## config.mk

```make
export PLATFORM = sky130hd
export DESIGN_NAME = vga_hostio_regs
export DESIGN_NICKNAME = d
export VERILOG_FILES = /design/src/rtl/hio_pkg.sv /design/src/rtl/hio_addr_remap.sv /design/src/rtl/hio_crtc_file.sv /design/src/rtl/hio_bank_unit.sv /design/src/rtl/vga_hostio_regs.sv
export SDC_FILE = /design/constraint.sdc
export NUM_CORES = 1
export LEC_CHECK = 0
export BUFFER_PORTS_ARGS = -buffer_cell sky130_fd_sc_hd__buf_2
export CAP_MARGIN = 20
export CORE_MARGIN = 4
export CORE_UTILIZATION = 29
export CTS_BUF_LIST = sky130_fd_sc_hd__clkbuf_4
export CTS_CLUSTER_DIAMETER = 40
export DETAILED_ROUTE_END_ITERATION = 10
export SYNTH_ARGS = -nofsm -noshare
export SYNTH_HDL_FRONTEND = slang
export SYNTH_HIERARCHICAL = 1
export SYNTH_SLANG_ARGS = --single-unit
```

## constraint.sdc

```tcl
create_clock -name clk -period 3.95 [get_ports clk]
set_clock_uncertainty 0.1 [all_clocks]
set_input_delay 0.79 -clock clk [delete_from_list [all_inputs] [get_ports clk]]
set_output_delay 0.79 -clock clk [all_outputs]
set_load 0.03 [all_outputs]
```

## src/rtl/hio_pkg.sv

```systemverilog
package hio_pkg;
  localparam logic [15:0] PORT_ATTR      = 16'h03C0;
  localparam logic [15:0] PORT_ATTR_RD   = 16'h03C1;
  localparam logic [15:0] PORT_MISC_WR   = 16'h03C2;
  localparam logic [15:0] PORT_SEQ_IDX   = 16'h03C4;
  localparam logic [15:0] PORT_SEQ_DAT   = 16'h03C5;
  localparam logic [15:0] PORT_MISC_RD   = 16'h03CC;
  localparam logic [15:0] PORT_BANK      = 16'h03CD;
  localparam logic [15:0] PORT_GR_IDX    = 16'h03CE;
  localparam logic [15:0] PORT_GR_DAT    = 16'h03CF;
  localparam logic [15:0] PORT_CRTC_IDX  = 16'h03D4;
  localparam logic [15:0] PORT_CRTC_DAT  = 16'h03D5;
  localparam logic [15:0] PORT_STATUS    = 16'h03DA;

  // bit positions that neighbouring logic decodes
  localparam int BIT_MAP_COLOR  = 0;  // misc output
  localparam int BIT_PROTECT    = 7;  // crtc 0x11
  localparam int BIT_BANK_LOCK  = 7;  // crtc 0x23
  localparam int BIT_GR6_LOCK   = 3;  // graphics 6
  localparam int BIT_GR5_HIRES  = 6;  // graphics 5
  localparam int BIT_ATTR_HIRES = 4;  // attribute 0x16
  localparam int BIT_CH2_N      = 2;  // sequencer 4
  localparam int BIT_CH4        = 3;  // sequencer 4

  typedef enum logic [1:0] {
    SEG_128K = 2'd0,
    SEG_64K  = 2'd1,
    SEG_HOLD2 = 2'd2,
    SEG_HOLD3 = 2'd3
  } seg_mode_e;
endpackage

```

## src/rtl/hio_addr_remap.sv

```systemverilog
module hio_addr_remap #(
  parameter int ADDR_W = 16
) (
  input  logic [ADDR_W-1:0] addr_in,
  input  logic              map_color,
  output logic [ADDR_W-1:0] addr_out
);
  localparam logic [ADDR_W-1:0] COLOR_BLK = ADDR_W'('h3D0);
  localparam logic [ADDR_W-1:0] MONO_BLK  = ADDR_W'('h3B0);
  localparam logic [ADDR_W-1:0] SWAP_MASK = ADDR_W'('h060);

  logic in_swap_range;

  always_comb begin
    in_swap_range = (addr_in[ADDR_W-1:4] == COLOR_BLK[ADDR_W-1:4]) ||
                    (addr_in[ADDR_W-1:4] == MONO_BLK[ADDR_W-1:4]);
    addr_out = (!map_color && in_swap_range) ? (addr_in ^ SWAP_MASK) : addr_in;
  end
endmodule

```

## src/rtl/hio_crtc_file.sv

```systemverilog
module hio_crtc_file #(
  parameter int DW        = 8,
  parameter int IDX_W     = 6,
  parameter int PROT_REG  = 'h11,
  parameter int PROT_LAST = 7,
  parameter int LOCK_REG  = 'h23,
  parameter int QUIET_LO  = 'h0E,
  parameter int QUIET_HI  = 'h10,
  parameter int KEEP_BIT  = 4
) (
  input  logic             clk,
  input  logic             rst_n,
  input  logic             idx_wr,
  input  logic             dat_wr,
  input  logic [DW-1:0]    wdata,
  output logic [IDX_W-1:0] idx_q,
  output logic [DW-1:0]    sel_data,
  output logic             bank_lock,
  output logic             retime_pulse
);
  import hio_pkg::*;
  localparam int DEPTH = 1 << IDX_W;
  localparam logic [IDX_W-1:0] I_PROT  = IDX_W'(PROT_REG);
  localparam logic [IDX_W-1:0] I_LAST  = IDX_W'(PROT_LAST);
  localparam logic [IDX_W-1:0] I_LOCK  = IDX_W'(LOCK_REG);
  localparam logic [IDX_W-1:0] I_QLO   = IDX_W'(QUIET_LO);
  localparam logic [IDX_W-1:0] I_QHI   = IDX_W'(QUIET_HI);
  localparam logic [DW-1:0]    KEEP_M  = DW'(1) << KEEP_BIT;

  logic [DW-1:0] regs [DEPTH];
  logic          protect;
  logic          allow;
  logic          quiet;
  logic [DW-1:0] next_val;

  assign sel_data  = regs[idx_q];
  assign protect   = regs[I_PROT][BIT_PROTECT];
  assign bank_lock = regs[I_LOCK][BIT_BANK_LOCK];

  always_comb begin
    allow    = 1'b1;
    next_val = wdata;
    if (protect && idx_q < I_LAST) begin
      allow = 1'b0;
    end else if (protect && idx_q == I_LAST) begin
      next_val = (regs[idx_q] & ~KEEP_M) | (wdata & KEEP_M);
    end
    quiet = (idx_q >= I_QLO) && (idx_q <= I_QHI);
  end

  always_ff @(posedge clk or negedge rst_n) begin
    if (!rst_n) begin
      idx_q        <= '0;
      retime_pulse <= 1'b0;
      for (int i = 0; i < DEPTH; i++) regs[i] <= '0;
    end else begin
      retime_pulse <= dat_wr && allow && !quiet && (next_val != regs[idx_q]);
      if (idx_wr) idx_q <= wdata[IDX_W-1:0];
      if (dat_wr && allow) regs[idx_q] <= next_val;
    end
  end

  // protected low registers keep their value
  p_protect_low_r7: assert property (@(posedge clk) disable iff (!rst_n)
    (dat_wr && !idx_wr && protect && idx_q < I_LAST) |=> (sel_data == $past(sel_data)));

  // protected register 7 changes only in the kept bit
  p_protect_r7_bit: assert property (@(posedge clk) disable iff (!rst_n)
    (dat_wr && !idx_wr && protect && idx_q == I_LAST) |=>
      ((sel_data & ~KEEP_M) == ($past(sel_data) & ~KEEP_M)));

  // a pulse always follows a data write
  p_pulse_cause_r8: assert property (@(posedge clk) disable iff (!rst_n)
    retime_pulse |-> $past(dat_wr));
endmodule

```

## src/rtl/hio_bank_unit.sv

```systemverilog
module hio_bank_unit #(
  parameter int DW      = 8,
  parameter int FIELD_W = 3,
  parameter int SH_BIG  = 17,
  parameter int SH_SML  = 16,
  parameter int BASE_W  = 20
) (
  input  logic              clk,
  input  logic              rst_n,
  input  logic              wr,
  input  logic [DW-1:0]     wdata,
  input  logic              lock,
  output logic [DW-1:0]     bank_q,
  output logic [BASE_W-1:0] wr_base,
  output logic [BASE_W-1:0] rd_base
);
  import hio_pkg::*;
  localparam int MODE_LSB = 2 * FIELD_W;

  seg_mode_e         mode;
  logic [BASE_W-1:0] wf;
  logic [BASE_W-1:0] rf;

  assign mode = seg_mode_e'(wdata[MODE_LSB +: 2]);
  assign wf   = BASE_W'(wdata[FIELD_W-1:0]);
  assign rf   = BASE_W'(wdata[FIELD_W +: FIELD_W]);

  always_ff @(posedge clk or negedge rst_n) begin
    if (!rst_n) begin
      bank_q  <= '0;
      wr_base <= '0;
      rd_base <= '0;
    end else if (wr) begin
      bank_q <= wdata;
      if (!lock) begin
        case (mode)
          SEG_128K: begin
            wr_base <= wf << SH_BIG;
            rd_base <= rf << SH_BIG;
          end
          SEG_64K: begin
            wr_base <= wf << SH_SML;
            rd_base <= rf << SH_SML;
          end
          default: ;
        endcase
      end
    end
  end

  p_byte_kept_r3: assert property (@(posedge clk) disable iff (!rst_n)
    wr |=> (bank_q == $past(wdata)));

  p_mode_hold_r4: assert property (@(posedge clk) disable iff (!rst_n)
    (wr && wdata[MODE_LSB+1]) |=> ($stable(wr_base) && $stable(rd_base)));

  p_lock_hold_r5: assert property (@(posedge clk) disable iff (!rst_n)
    (wr && lock) |=> ($stable(wr_base) && $stable(rd_base)));

  p_idle_hold_r3: assert property (@(posedge clk) disable iff (!rst_n)
    !wr |=> ($stable(wr_base) && $stable(rd_base) && $stable(bank_q)));
endmodule

```

## src/rtl/vga_hostio_regs.sv

```systemverilog
module vga_hostio_regs #(
  parameter int ADDR_W = 16,
  parameter int DW     = 8,
  parameter int BASE_W = 20
) (
  input  logic              clk,
  input  logic              rst_n,
  input  logic [ADDR_W-1:0] io_addr,
  input  logic              io_wr,
  input  logic              io_rd,
  input  logic [DW-1:0]     io_wdata,
  output logic [DW-1:0]     io_rdata,
  output logic [BASE_W-1:0] wr_bank_base,
  output logic [BASE_W-1:0] rd_bank_base,
  output logic              chain2_wr_mode,
  output logic              chain4_mode,
  output logic              hires_chain,
  output logic              retime_pulse
);
  import hio_pkg::*;
  localparam int CRTC_IDX_W = 6;
  localparam int SEQ_IDX_W  = 3;
  localparam int GR_IDX_W   = 4;
  localparam int ATTR_IDX_W = 5;
  localparam logic [DW-1:0] MISC_RST  = DW'(1);
  localparam logic [DW-1:0] NO_PORT   = '1;
  localparam logic [DW-1:0] STAT_VAL  = '0;
  localparam logic [SEQ_IDX_W-1:0]  SEQ_MEM  = SEQ_IDX_W'(4);
  localparam logic [GR_IDX_W-1:0]   GR_MODE  = GR_IDX_W'(5);
  localparam logic [GR_IDX_W-1:0]   GR_MISC  = GR_IDX_W'(6);
  localparam logic [ATTR_IDX_W-1:0] ATTR_HR  = ATTR_IDX_W'('h16);

  logic [ADDR_W-1:0]     addr_m;
  logic [DW-1:0]         misc_q;
  logic [SEQ_IDX_W-1:0]  seq_idx_q;
  logic [DW-1:0]         seq4_q;
  logic [GR_IDX_W-1:0]   gr_idx_q;
  logic [DW-1:0]         gr5_q;
  logic [DW-1:0]         gr6_q;
  logic                  attr_data_phase;
  logic [ATTR_IDX_W-1:0] attr_idx_q;
  logic [DW-1:0]         attr16_q;
  logic [CRTC_IDX_W-1:0] crtc_idx;
  logic [DW-1:0]         crtc_sel;
  logic                  crtc_lock;
  logic [DW-1:0]         bank_q;

  logic we_misc, we_seq_i, we_seq4, we_gr_i, we_gr5, we_gr6;
  logic we_bank, we_crtc_i, we_crtc_d, we_attr, we_attr16, rd_status;

  hio_addr_remap #(.ADDR_W(ADDR_W)) u_remap (
    .addr_in  (io_addr),
    .map_color(misc_q[BIT_MAP_COLOR]),
    .addr_out (addr_m)
  );

  always_comb begin
    we_misc   = io_wr && addr_m == ADDR_W'(PORT_MISC_WR);
    we_seq_i  = io_wr && addr_m == ADDR_W'(PORT_SEQ_IDX);
    we_seq4   = io_wr && addr_m == ADDR_W'(PORT_SEQ_DAT) && seq_idx_q == SEQ_MEM;
    we_gr_i   = io_wr && addr_m == ADDR_W'(PORT_GR_IDX);
    we_gr5    = io_wr && addr_m == ADDR_W'(PORT_GR_DAT) && gr_idx_q == GR_MODE;
    we_gr6    = io_wr && addr_m == ADDR_W'(PORT_GR_DAT) && gr_idx_q == GR_MISC;
    we_bank   = io_wr && addr_m == ADDR_W'(PORT_BANK);
    we_crtc_i = io_wr && addr_m == ADDR_W'(PORT_CRTC_IDX);
    we_crtc_d = io_wr && addr_m == ADDR_W'(PORT_CRTC_DAT);
    we_attr   = io_wr && addr_m == ADDR_W'(PORT_ATTR);
    we_attr16 = we_attr && attr_data_phase && attr_idx_q == ATTR_HR;
    rd_status = io_rd && addr_m == ADDR_W'(PORT_STATUS);
  end

  hio_crtc_file #(.DW(DW), .IDX_W(CRTC_IDX_W)) u_crtc (
    .clk         (clk),
    .rst_n       (rst_n),
    .idx_wr      (we_crtc_i),
    .dat_wr      (we_crtc_d),
    .wdata       (io_wdata),
    .idx_q       (crtc_idx),
    .sel_data    (crtc_sel),
    .bank_lock   (crtc_lock),
    .retime_pulse(retime_pulse)
  );

  hio_bank_unit #(.DW(DW), .BASE_W(BASE_W)) u_bank (
    .clk    (clk),
    .rst_n  (rst_n),
    .wr     (we_bank),
    .wdata  (io_wdata),
    .lock   (crtc_lock || gr6_q[BIT_GR6_LOCK]),
    .bank_q (bank_q),
    .wr_base(wr_bank_base),
    .rd_base(rd_bank_base)
  );

  always_ff @(posedge clk or negedge rst_n) begin
    if (!rst_n) begin
      misc_q          <= MISC_RST;
      seq_idx_q       <= '0;
      seq4_q          <= '0;
      gr_idx_q        <= '0;
      gr5_q           <= '0;
      gr6_q           <= '0;
      attr_data_phase <= 1'b0;
      attr_idx_q      <= '0;
      attr16_q        <= '0;
      chain2_wr_mode  <= 1'b0;
      chain4_mode     <= 1'b0;
      hires_chain     <= 1'b0;
    end else begin
      if (we_misc)  misc_q    <= io_wdata;
      if (we_seq_i) seq_idx_q <= io_wdata[SEQ_IDX_W-1:0];
      if (we_gr_i)  gr_idx_q  <= io_wdata[GR_IDX_W-1:0];
      if (we_gr6)   gr6_q     <= io_wdata;
      if (we_seq4) begin
        seq4_q         <= io_wdata;
        chain2_wr_mode <= ~io_wdata[BIT_CH2_N];
        chain4_mode    <= io_wdata[BIT_CH4];
      end
      if (we_gr5) begin
        gr5_q       <= io_wdata;
        hires_chain <= io_wdata[BIT_GR5_HIRES] & attr16_q[BIT_ATTR_HIRES];
      end
      if (we_attr16) begin
        attr16_q    <= io_wdata;
        hires_chain <= io_wdata[BIT_ATTR_HIRES] & gr5_q[BIT_GR5_HIRES];
      end
      if (rd_status) begin
        attr_data_phase <= 1'b0;
      end else if (we_attr) begin
        if (!attr_data_phase) attr_idx_q <= io_wdata[ATTR_IDX_W-1:0];
        attr_data_phase <= ~attr_data_phase;
      end
    end
  end

  always_comb begin
    io_rdata = NO_PORT;
    case (addr_m)
      ADDR_W'(PORT_ATTR):     io_rdata = DW'(attr_idx_q);
      ADDR_W'(PORT_ATTR_RD):  io_rdata = (attr_idx_q == ATTR_HR) ? attr16_q : NO_PORT;
      ADDR_W'(PORT_MISC_RD):  io_rdata = misc_q;
      ADDR_W'(PORT_SEQ_IDX):  io_rdata = DW'(seq_idx_q);
      ADDR_W'(PORT_SEQ_DAT):  io_rdata = (seq_idx_q == SEQ_MEM) ? seq4_q : NO_PORT;
      ADDR_W'(PORT_BANK):     io_rdata = bank_q;
      ADDR_W'(PORT_GR_IDX):   io_rdata = DW'(gr_idx_q);
      ADDR_W'(PORT_GR_DAT):   io_rdata = (gr_idx_q == GR_MODE) ? gr5_q :
                                         (gr_idx_q == GR_MISC) ? gr6_q : NO_PORT;
      ADDR_W'(PORT_CRTC_IDX): io_rdata = DW'(crtc_idx);
      ADDR_W'(PORT_CRTC_DAT): io_rdata = crtc_sel;
      ADDR_W'(PORT_STATUS):   io_rdata = STAT_VAL;
      default:                io_rdata = NO_PORT;
    endcase
  end

  p_chain_r9: assert property (@(posedge clk) disable iff (!rst_n)
    we_seq4 |=> ((chain2_wr_mode == ~$past(io_wdata[BIT_CH2_N])) &&
                 (chain4_mode == $past(io_wdata[BIT_CH4]))));

  p_hires_r10: assert property (@(posedge clk) disable iff (!rst_n)
    hires_chain |-> (gr5_q[BIT_GR5_HIRES] && attr16_q[BIT_ATTR_HIRES]));

  p_status_phase_r12: assert property (@(posedge clk) disable iff (!rst_n)
    rd_status |=> !attr_data_phase);

  p_strobe_excl_r11: assert property (@(posedge clk) disable iff (!rst_n)
    !(io_wr && io_rd));
endmodule

```

Word-level counts from Yosys, hierarchy flattened
Index checks and enable logic that the tools add are counted.
{ "totals": {"input_bits": 28, "reg_bits": 623, "elab_cells": 170, "out_inout_bits": 52} }
{ "classes": {"reduce_logical": 33, "muxes": 21, "n_lt_le_gt_ge": 5, "n_bitwise": 9, "eq_ne": 21} }
{ "ops": {"columns": ["operator", "n"], "rows": [
  ["bitwise mux 512 bit", 1],
  ["equality test 16 x 10 -> 1 bit, second input constant", 12],
  ["case mux 8 bit (11 select lines)", 1],
  ["case mux 20 bit (2 select lines)", 2],
  ["2-to-1 mux 8 bit", 9],
  ["binary-select mux 8 bit (select 6 bit)", 1],
  ["demux 8 bit (select 6 bit)", 1],
  ["equality test 12 x 6 -> 1 bit, second input constant", 2],
  ["logical AND 1 bit", 23],
  ["equality test 4 x 3 -> 1 bit, second input constant", 2],
  ["inequality test 8 bit", 1],
  ["bitwise OR 8 x 5 -> 8 bit", 1],
  ["greater-or-equal comparator 7 bit, second input constant", 1],
  ["less-than comparator 7 x 1 -> 1 bit, second input constant", 1],
  ["2-to-1 mux 7 bit", 1],
  ["inverter 6 -> 7 bit", 1],
  ["equality test 6 x 3 -> 1 bit, second input constant", 1],
  ["greater-or-equal comparator 6 x 4 -> 1 bit, second input constant", 1],
  ["less-or-equal comparator 6 x 5 -> 1 bit, second input constant", 1],
  ["less-than comparator 6 x 3 -> 1 bit, second input constant", 1],
  ["AND reduction 3 bit", 2],
  ["nonzero test 2 bit", 3],
  ["equality test 5 bit, second input constant", 1],
  ["2-to-1 mux 1 bit", 5],
  ["8 further kinds", 14]
]} }

Logic depth before layout (Yosys ltp)
{ "logic_depth": {"word_depth": 9, "ltp_mapped": 16, "mapped_depth_nobuf": 11} }

By module
Netlist, hierarchy kept.
{ "modules_own_cells": {"columns": ["module", "area_each_um2", "seq_area_each_um2", "instances", "cells_per_inst"], "rows": [
  ["hio_crtc_file", 23669.0, 12987.5, 1, 2229],
  ["vga_hostio_regs", 3099.2, 1377.6, 1, 287],
  ["hio_bank_unit", 928.4, 400.4, 1, 78],
  ["hio_addr_remap", 172.7, 0.0, 1, 21]
]} }

Least setup slack after synthesis
Ideal clock, no wire load.
{ "synth_timing": {"path_kind": "register to output", "start": "reg u_crtc.idx_q[0]", "end": "out io_rdata[0]", "n_path_buf": 6, "arrival_time_ns": 3.109, "setup_slack_ns": -0.049, "stages_incl_launch_ff": 14, "required_ns": 3.060, "path_cell_list": "dfrtp_1 -> buf_6 -> buf_6 -> buf_6 -> buf_6 -> buf_6 -> buf_6 -> mux4_2 -> mux4_2 -> nand2_1 -> o211a_1 -> o311ai_1 -> a221oi_1 -> nand4_1"} }
{ "synth_between": {"elab_chain_cells": 5} }
{ "synth_lines": {"columns": ["item", "line", "text"], "rows": [
  ["start: declaration", "hio_crtc_file.sv:16", "output logic [IDX_W-1:0] idx_q,"],
  ["start signal: assignment", "hio_crtc_file.sv:58", "if (idx_wr) idx_q <= wdata[IDX_W-1:0];"],
  ["inverter 6 -> 7 bit (implied by the code)", "hio_crtc_file.sv:36", "assign sel_data = regs[idx_q];"],
  ["binary-select mux 8 bit (select 6 bit)", "hio_crtc_file.sv:36", null],
  ["2-to-1 mux 8 bit (implied by the code) (2 in a row)", "hio_crtc_file.sv:36", null],
  ["via crtc_sel[0]", "vga_hostio_regs.sv:44", "logic [DW-1:0] crtc_sel;"],
  ["case mux 8 bit (11 select lines)", "vga_hostio_regs.sv:138", "case (addr_m)"],
  ["end: declaration", "vga_hostio_regs.sv:12", "output logic [DW-1:0] io_rdata,"]
]} }
The timed path passes the listed nets, and every way through them passes these cells. The select of a mux whose other input is x is not followed.

Worst setup path after layout
{ "layout_timing": {"start": "reg u_crtc.idx_q[1]", "end": "out io_rdata[6]"} }
Same word-level chain as after synthesis.

==> reports/metrics.csv <==
metric;value;unit
Die X;318;um
startpoint types;flip-flop;
power density cells;343.4;nW/um^2
top-count cell post-synth;dfrtp_1;
Leak Pwr;0.01586;uW
CTS Buffer Depth;3;
row cnt;113;
die area;101100;sq um
HP Class;in -> reg;
total gr overflow;0;
Slew headroom;36.61;%
vias;21528;
H-tree depth;4;
slack of the critical path;-0.9942;ns
post-route insts no fill;4300;
share of total power in combinational logic;3.4;%
setup TNS;-7.101;ns
RSZ-0062 raised after global routing;yes;
start point of the worst hold path;io_wdata[4];
Seq/Total Area, Yosys;52.98;%
critical path's largest stage delay;0.64;ns
period utilization;125.2;%
WP data required;3.06;ns
Critical R2R Capture;u_crtc/regs[393];
GP Congestion;0.9350;
DP HPWL;57.51;mm
Seq pwr share;50.9;%
worst r2r src;u_crtc/idx_q[2];
hold-critical path endpoint;hires_chain;
CTS Root Cell;clkbuf_4;
post-synth top area cell;dfrtp_1;
insertion delay to the later sink of the worst-skew pair;1.03;ns
R2R Setup Slk;0.22;ns
EDFF count, synth;0;
first-pass GRT wire length;133.5;mm
placed cells;3987;
Design Power;11880;uW
vias in the first global route;21551;
outcome;finished, violations left;
Max-Cap Viols;0;
Final Critical Period;4.944;ns
kind of end point of the critical path;output pin;
drt pass-1 iters;5;
Synth Area per Inst;10.66;sq um
CTS tree;yes;
clock slew at reported path FFs;0.07;ns
final hold vios;0;
Fill cells;9416;
FMAX;202.3;MHz
final setup vio count;8;
Area Growth Syn to Fin;24.09;%
number of port buffers;47;
VDD IR max;0.2354;mV
Netlist cell types;90;
GRT Total Usage;16.88;%
design area;34580;sq um
DR iter-0 viols;2000;
count of final max-slew check failures;0;
Synth Cell Area;27870;sq um
top cell type's share of synthesized area;52.89;%
Setup CP Type;reg -> out;
die height;318;um
DRC errors left;0;
Worst Tran Pin Value;0.9436;ns
NetSw;2944;uW
DRT antenna net count;0;
pin count of the biggest net entering global routing;129;
Clk pwr share;45.7;%
synthesis warning total;6;
share of cells above drive strength 1;34.25;%
final wirelength;86.10;mm
Nets;2950;
Synth top cells by count;dfrtp_1, nand2_1, o21ai_0;
WP data arrival;4.05;ns
slowest CP cell;or4b_4;
Core Footprint;95150;sq um
synthesized netlist cell count;2615;
area of the multi-input gates;12330;sq um
Main synth FF type;dfrtp_1;
initial antenna violation count;3;
CTS Sinks;590;
CP Cell Sequence;buf_4, buf_12, mux4_2, o2111ai_1, o211ai_1, or4b_4, a221oi_2, nand4_1, buf_6;
FF+latch count, synth;590;
cell depth of the worst flop-to-flop path;16;
Register Area;14780;sq um
vias per inst;5.007;
Synth area leaders;dfrtp_1, nand2_1, o21ai_0;
Initial Util;29.29;%
failing checks;negative setup slack;
I/O pin count;80;
Internal;8932;uW
TritonCTS Buffers;159;
Max Fanout on Critical Path;16;
Hold Path Cell Cnt;3;
placed instance area;31400;sq um
Avg WL per Cell;20.02;um
switching part of the total;24.79;%
ys async rst share;100.0;%
[what timing repair did]
| item | in CTS | in global routing |
|---|---|---|
| pin swaps | 34 | 47 |
| gates cloned | 2 | 2 |
| buffers inserted | 17 | 18 |
| endpoints found under the hold margin | 590 | 0 |
| resized for setup | 87 | 106 |
| endpoints found under the setup margin | 8 | 8 |
| hold buffers | 2 | 0 |
[kinds of logic (layout without fill, tap and decap cells)]
logic type	count (synthesis)	after routing	synth area share, %
buf+inv	267	649	5.221
simple gates	753	753	11.82
other cells	1	39	0.01346
mux	300	300	14.40
xor+xnor	12	12	0.3771
flops	590	590	52.98
compound gates	692	692	15.19
[power by group through the flow]
stage,clock network [uW],logic [uW],registers [uW]
6_report,5420,410,6040
5_1_grt,5950,454,6040
4_1_cts,5600,417,6040
3_5_place_dp,0,413,6150
3_3_place_gp,0,415,6150
2_1_floorplan,0,187,6160
[worst max path at each step]
stage	start	end	slack, ns	depth (start not counted)
after floorplan	u_crtc/idx_q[0]	io_rdata[0]	-0.03	13
after global placement	u_crtc/idx_q[2]	io_rdata[5]	-0.12	14
after detailed placement	u_crtc/idx_q[2]	io_rdata[5]	-0.19	14
after CTS	u_crtc/idx_q[1]	io_rdata[2]	-1.03	11
after global routing	u_crtc/idx_q[1]	io_rdata[6]	-1.15	9
final	u_crtc/idx_q[1]	io_rdata[6]	-0.99	9
[placed cells by master (no fill, tap or decap), types with 7 or more instances in the layout]
cell type / n
a21oi_1: 22
a21oi_2: 8
a221o_1: 13
a221oi_1: 16
a221oi_2: 8
a22o_1: 8
a22oi_1: 17
a32oi_1: 7
and2_1: 8
buf_12: 73
buf_2: 38
buf_4: 219
buf_6: 29
clkbuf_4: 231
clkinv_1: 19
conb_1: 32
dfrtp_1: 586
diode_2: 7
inv_1: 8
mux2_2: 167
mux2_4: 11
mux2i_1: 47
mux2i_2: 11
mux4_2: 57
nand2_1: 574
nand3_1: 17
nand4_1: 9
nor2_1: 35
nor2b_1: 12
nor3_1: 7
o211ai_1: 8
o21ai_0: 382
o21ai_1: 44
o21ai_2: 65
o22ai_1: 17
o2bb2ai_1: 10
[critical path, delay by kind of cell (launching register included)]
kind | cells | cell delay (ns)
AOI/OAI and AO/OA | 3 | 0.75
buffers and inverters | 3 | 0.52
DFF | 1 | 0.46
muxes | 1 | 0.51
and+or+nand+nor | 2 | 0.80
[metrics by stage]
| step | hold slack, ns | setup WS, ns | util (%) |
|---|---|---|---|
| finish | 0.08321 | -0.9942 | 36.35 |
| global route | 0.02309 | -1.148 | 36.34 |
| CTS | 0.04515 | -1.031 | 35.66 |
| detailed placement | 0.3610 | -0.1929 | 33.00 |
| global placement | 0.3539 | -0.1232 | 33.00 |
| floorplan | 0.3419 | -0.02735 | - |
[metal layers]
| layer | track usage, % | vias to the layer above | wire (um) |
|---|---|---|---|
| met3 | 3.784 | 168 | 5672 |
| met4 | 6.868 | 0 | 3006 |
| met5 | 0 | - | 0 |
| met2 | 26.09 | 743 | 39400 |
| li1 | - | 9929 | - |
| met1 | 23.00 | 10688 | 38020 |
[registers in the layout (all words and copies together) (netlist names), 3 cells and up]
signal	cells
u_crtc/regs	510
attr16_q	8
gr5_q	8
gr6_q	8
misc_q	8
seq4_q	8
u_bank/bank_q	8
u_crtc/idx_q	6
attr_idx_q	5
gr_idx_q	4
u_bank/rd_base	4
u_bank/wr_base	4
seq_idx_q	3
[area by class of cell]
cell class	count	share of cell area, %
flip-flops and latches	590	42.73
multi-input cells	1789	35.67
repair buffers	371	11.13
clock buffers	231	5.014
well taps	1265	4.577
clock inverters	36	0.6946
inverters	11	0.1375
diodes	7	0.05065
Power figures use the tool's default switching activity.
